[config.mk]
export PLATFORM = sky130hd
export DESIGN_NAME = csel_piso_shreg
export DESIGN_NICKNAME = d
export VERILOG_FILES = /design/src/rtl/csel_piso_pkg.sv /design/src/rtl/sr_cmd_decode.sv /design/src/rtl/sr_stage_array.sv /design/src/rtl/sr_cs_hazard_mon.sv /design/src/rtl/csel_piso_shreg.sv
export SDC_FILE = /design/constraint.sdc
export NUM_CORES = 1
export LEC_CHECK = 0
export ABC_AREA = 1
export BUFFER_PORTS_ARGS = -buffer_cell sky130_fd_sc_hd__buf_2
export CELL_PAD_IN_SITES_DETAIL_PLACEMENT = 0
export CELL_PAD_IN_SITES_GLOBAL_PLACEMENT = 1
export CORE_MARGIN = 4
export CORE_UTILIZATION = 39
export DETAILED_ROUTE_END_ITERATION = 12
export PLACE_DENSITY = 0.86
export SLEW_MARGIN = 20
export SYNTH_ARGS = -nofsm -noshare
export SYNTH_HDL_FRONTEND = slang
export SYNTH_SLANG_ARGS = --single-unit
export TNS_END_PERCENT = 50
[constraint.sdc]
create_clock -name clk -period 1.6 [get_ports clk]
set_input_delay 0.16 -clock clk [delete_from_list [all_inputs] [get_ports clk]]
set_output_delay 0.16 -clock clk [all_outputs]
set_load 0.1 [all_outputs]
[src/rtl/csel_piso_pkg.sv]
package csel_piso_pkg;

    localparam int unsigned DEF_WIDTH = 16;

    typedef enum logic [1:0] {
        OP_HOLD  = 2'd0,
        OP_LOAD  = 2'd1,
        OP_SHIFT = 2'd2,
        OP_CLEAR = 2'd3
    } sr_op_e;

    typedef struct packed {
        sr_op_e op;
        logic   ser_bit;
    } sr_cmd_t;

    // Priority: reset, then select, then mode
    function automatic sr_op_e pick_op(input logic rst, input logic cs_n,
                                       input logic load_sel);
        if (rst)           return OP_CLEAR;
        else if (cs_n)     return OP_HOLD;
        else if (load_sel) return OP_LOAD;
        else               return OP_SHIFT;
    endfunction

endpackage

[src/rtl/sr_cmd_decode.sv]
module sr_cmd_decode
    import csel_piso_pkg::*;
(
    input  logic    rst,
    input  logic    cs_n,
    input  logic    load_sel,
    input  logic    ser_in,
    output sr_cmd_t cmd
);
    always_comb begin
        cmd.op      = pick_op(rst, cs_n, load_sel);
        cmd.ser_bit = ser_in;
    end
endmodule

[src/rtl/sr_stage_array.sv]
module sr_stage_array
    import csel_piso_pkg::*;
#(
    parameter int unsigned WIDTH = DEF_WIDTH
) (
    input  logic             clk,
    input  sr_cmd_t          cmd,
    input  logic [WIDTH-1:0] pdata,
    output logic [WIDTH-1:0] q
);
    logic [WIDTH-1:0] nxt;

    for (genvar b = 0; b < WIDTH; b++) begin : g_stage
        logic shift_src;
        if (b == 0) begin : g_head
            assign shift_src = cmd.ser_bit;
        end else begin : g_body
            assign shift_src = q[b-1];
        end

        always_comb begin
            unique case (cmd.op)
                OP_CLEAR: nxt[b] = 1'b0;
                OP_LOAD:  nxt[b] = pdata[b];
                OP_SHIFT: nxt[b] = shift_src;
                default:  nxt[b] = q[b];
            endcase
        end
    end

    always_ff @(negedge clk) begin
        q <= nxt;
    end
endmodule

[src/rtl/sr_cs_hazard_mon.sv]
module sr_cs_hazard_mon (
    input  logic clk,
    input  logic clear,
    input  logic cs_n,
    output logic flag
);
    // Select level seen at the start of the high phase
    logic cs_n_at_rise;

    always_ff @(posedge clk) begin
        cs_n_at_rise <= cs_n;
    end

    // Active at the rising edge, released by the falling edge: released while high
    always_ff @(negedge clk) begin
        if (clear)
            flag <= 1'b0;
        else if (cs_n && !cs_n_at_rise)
            flag <= 1'b1;
    end
endmodule

[src/rtl/csel_piso_shreg.sv]
module csel_piso_shreg
    import csel_piso_pkg::*;
#(
    parameter int unsigned WIDTH = DEF_WIDTH
) (
    input  logic             clk,
    input  logic             rst,
    input  logic             cs_n,
    input  logic             load_sel,
    input  logic [WIDTH-1:0] pdata,
    input  logic             ser_in,
    output logic             ser_out,
    output logic             cs_hazard
);
    localparam int unsigned TOP = WIDTH - 1;

    sr_cmd_t          cmd;
    logic [WIDTH-1:0] stage_q;

    sr_cmd_decode u_dec (
        .rst      (rst),
        .cs_n     (cs_n),
        .load_sel (load_sel),
        .ser_in   (ser_in),
        .cmd      (cmd)
    );

    sr_stage_array #(.WIDTH(WIDTH)) u_stages (
        .clk   (clk),
        .cmd   (cmd),
        .pdata (pdata),
        .q     (stage_q)
    );

    sr_cs_hazard_mon u_haz (
        .clk   (clk),
        .clear (rst),
        .cs_n  (cs_n),
        .flag  (cs_hazard)
    );

    assign ser_out = stage_q[TOP];
endmodule

=== After elaboration in Yosys (flattened, before gate mapping) ===
Cells that the tools add are included.

* Eq/ne operators: 3
* Reduce and logical (&&, ||, !) cells: 3
* Muxes and demuxes: 19

{| class="wikitable"
|+ Operators with widths
! cell !! count
|-
| 1-bit one-hot mux with 3 select lines || 16
|-
| 2-bit two-way mux || 3
|-
| 2-bit == test (second input constant) || 2
|-
| 3-bit nonzero test || 1
|-
| 2-bit by 1-bit == test with 1-bit output (second input constant) || 1
|-
| 1-bit logical AND || 1
|-
| 1-bit zero test || 1
|}

* Logic and storage cells: 28
* Output and inout bits: 2
* Input port bits: 21
* Flip-flop bits (word level): 18

=== Logic depth before layout (Yosys ltp) ===
* Depth after elaboration: 5
* Mapped depth: 8

=== Hierarchy ===
A second synthesis with hierarchy kept.

* Cells, all modules: 90
* Area total of the unflattened synthesis: 952.2 sq um

{| class="wikitable"
|+ By module, submodules not included
! module !! area an instance (sq um) !! sequential area each (sq um) !! instances !! cells an instance
|-
| sr_stage_array || 860.8 || 480.5 || 1 || 77
|-
| sr_cs_hazard_mon || 63.8 || 40.0 || 1 || 7
|-
| sr_cmd_decode || 27.5 || 0.0 || 1 || 6
|}

==> impl_metrics.py <==
metrics = {
    "status": {
        "status": "finished, violations left",
        "violations": "negative setup slack",
    },
    "timing": {
        "setup-violations-final": 34,
        "tightest_slew_ns": 0.193,
        "finClkSkew_ns": 0.0607,
        "relSlewSlack_pct": 87.1,
        "hold_slack_ns": 0.0656,
        "hold_viol": 0,
        "rsz0062_at_grt": "true",
        "worst_slack_ns": -0.329,
        "drv_slew": 0,
    },
    "pwr": {
        "vdd_drop_max_mv": 0.643,
        "p_leak_nw": 0.682,
        "power_density_nw_per_um2": 882,
        "fin_total_pwr_mw": 1.30,
    },
    "critical_path": {
        "path_class": "reg -> out",
        "end_kind": "output pin",
        "crit_chain": "buf_12",
        "r2r_end": "u_haz.flag",
        "path_buf_inv": 1,
        "crit_slowest_cell": "edfxtp_1",
        "max_stage_delay_ns": 0.40,
        "r2r_setup_slack_ns": 0.30,
        "crit_family": "flip-flops",
        "worstSetupStartpointType": "register",
        "cp.required_ns": 1.44,
        "crit_path_max_fanout": 1,
        "r2r_start": "u_haz.cs_n_at_rise",
        "reg2reg_depth": 3,
        "cp.depth": 1,
        "arrival_ns": 1.77,
    },
    "worst_hold_path": {
        "hp-start": "cs_n",
        "hold_end": "u_haz.cs_n_at_rise",
        "whs_path_depth": 2,
        "hold_class": "in -> reg",
    },
    "grt": {
        "antenna_found_initial": 0,
        "grt-ovfl-total": 0,
        "grt_pass1_vias": 829,
        "grt_start_max_net_pins": 17,
        "grt.total_usage_pct": 14.4,
        "grt_pass1_wl_um": 3500,
    },
    "cells_and_area": {
        "fillers": 184,
        "area_delta_synth_final_pct": 61.1,
        "finalInstanceArea_sq_um": 1480,
        "fin_util_pct": 66.2,
        "drive_gt1_share_pct": 59.4,
        "num-nets-final": 158,
        "antenna_cells": 0,
    },
    "placed_design": {
        "io_buffers": 22,
        "hpwl_um": 1220,
        "place_congestion": 0.758,
        "place_ws_ns": -0.668,
        "dpl_cell_area_sq_um": 1130,
    },
    "synthesis": {
        "synthTopCellsByArea": "edfxtp_1 (52%), nand2_1 (13%), a21oi_2 (8.6%), a21oi_1 (5.5%), dfxtp_1 (4.4%)",
        "ys_seq_elements": 18,
        "yosys.cell_count.top_type": "nand2_1",
        "ys.flop_type": "edfxtp_1",
        "yosysUniqueCellTypes": 12,
        "ys_top_cells_by_count": "nand2_1 (32), edfxtp_1 (16), a21oi_1 (10)",
        "avgSynthCellArea_sq_um": 10.5,
        "synth_top_cell_area_share_pct": 52.4,
        "synth-edff-count": 16,
        "syn_inst": 87,
        "yosysWarnings": 0,
        "yosys.area.top_type": "edfxtp_1",
        "synth_nets": 111,
        "async_flop_share_pct": 0,
        "ys_seq_area_share_pct": 56.8,
        "syn_area_sq_um": 917,
    },
    "clock_tree": {
        "cts.sinks": 18,
        "cts_max_path_buffers": 2,
        "cts_tree": "yes",
        "clk_latency_ns": 0.37,
        "cts_inserted_buffers": 3,
        "htree_levels": 1,
        "cts.clk_slew.worst_paths_ns": 0.11,
        "cts-root-buf": "clkbuf_4",
    },
    "detailed_routing": {
        "drc": 0,
        "final_antenna_net_count": 0,
        "post_drt_wl_per_cell_um": 14.3,
        "totalWireLength_um": 2300,
        "dr.pass1.iters": 4,
        "drt_iter0_markers": 23,
        "vias": 757,
        "vias_per_cell": 4.70,
    },
    "die": {
        "die_area_sq_um": 3190,
        "core_sq_um": 2230,
        "fp.dieH_um": 56.5,
        "row_count": 17,
        "start_util_pct": 41.1,
        "pin_count": 23,
        "die_w_um": 56.5,
    },
    "run": {
        "cap_violations": 0,
    },
}
stage by stage:
step,setup TNS (ns),std cells
final,-2.50,161
after global routing,-2.89,161
after CTS,-2.09,162
after detailed placement,-19.28,139
after global placement,-18.14,139
after floorplan,-10.75,87
report_power, final:
| group | switching (mW) | leakage, nW | internal [mW] |
|---|---|---|---|
| Sequential | 0.0140 | 0.201 | 0.557 |
| Combinational | 0.163 | 0.373 | 0.138 |
| Clock | 0.282 | 0.108 | 0.148 |
| Total | 0.458 | 0.682 | 0.844 |
per-layer routing:
| metal | GRT usage [%] | share of wire (%) |
|---|---|---|
| met3 | 4.83 | 4.6 |
| met1 | 15.4 | 39 |
| met5 | 0 | 0 |
| met2 | 24.1 | 54 |
| met4 | 8.81 | 2.2 |
worst max-delay path by stage:
stage                   start        endpoint  slack (ns)
6_report       u_stages.q[15]         ser_out       -0.33
5_1_grt        u_stages.q[15]         ser_out       -0.36
4_1_cts        u_stages.q[15]         ser_out       -0.34
3_5_place_dp             cs_n  u_stages.q[12]       -0.67
3_3_place_gp             cs_n  u_stages.q[12]       -0.64
2_1_floorplan            cs_n  u_stages.q[10]       -0.38
state kept, by name, summed over array words and instances, names as in the netlist:
name and cells:
u_haz.cs_n_at_rise 1, u_stages.q 16, u_haz.flag 1
placed cells by master, fill, tap and decap left out:
cell        synthesis  final
inv_12              0      1
buf_8               1      1
dfxtp_2             0      1
ha_4                0      3
buf_12              1      7
clkinv_2            0      1
buf_4               0      3
nand2_4             0     12
edfxtp_1           16     16
inv_2               0      2
a21oi_1            10      1
a21oi_2             9     16
clkbuf_4            0      3
inv_4               0      1
dfxtp_1             2      1
a21oi_4             0      2
clkinvlp_4          0      1
buf_6               3      4
nand2_1            32     17
inv_1               8     19
nand2_2             1      4
buf_2               1     17
area by class of cell:
type / count / area (sq um) / share of cell area, %
sequential: 18 / 522 / 35.3
multi-input combinational: 55 / 477 / 32.3
timing repair buffer: 32 / 308 / 20.8
clock inverter: 18 / 68.8 / 4.66
inverter: 7 / 45.0 / 3.05
tap: 28 / 35.0 / 2.37
clock buffer: 3 / 22.5 / 1.52
cell families (layout without fill, tap and decap cells):
logic type	count (synthesis)	count (layout)	synth area share [%]
flip-flops	18	18	56.8
AND/OR/NAND/NOR	33	33	13.8
buffers and inverters	14	60	11.3
AO/OA/AOI/OAI	19	19	14.1
adder cells (fa/ha/maj)	3	3	4.09
worst register-to-register path, stage by stage (launching register included):
cell and delay, ns:
dfxtp_1 0.32, inv_1 0.04, nand2_1 0.04, a21oi_1 0.10
timing repair:
action	CTS	global route
gates resized for setup	32	33
pin swaps	7	5
gates cloned	1	0
setup buffers	2	1
endpoints found under the setup margin	34	34
hold buffers	0	0
(Power assumes the default switching activity.)
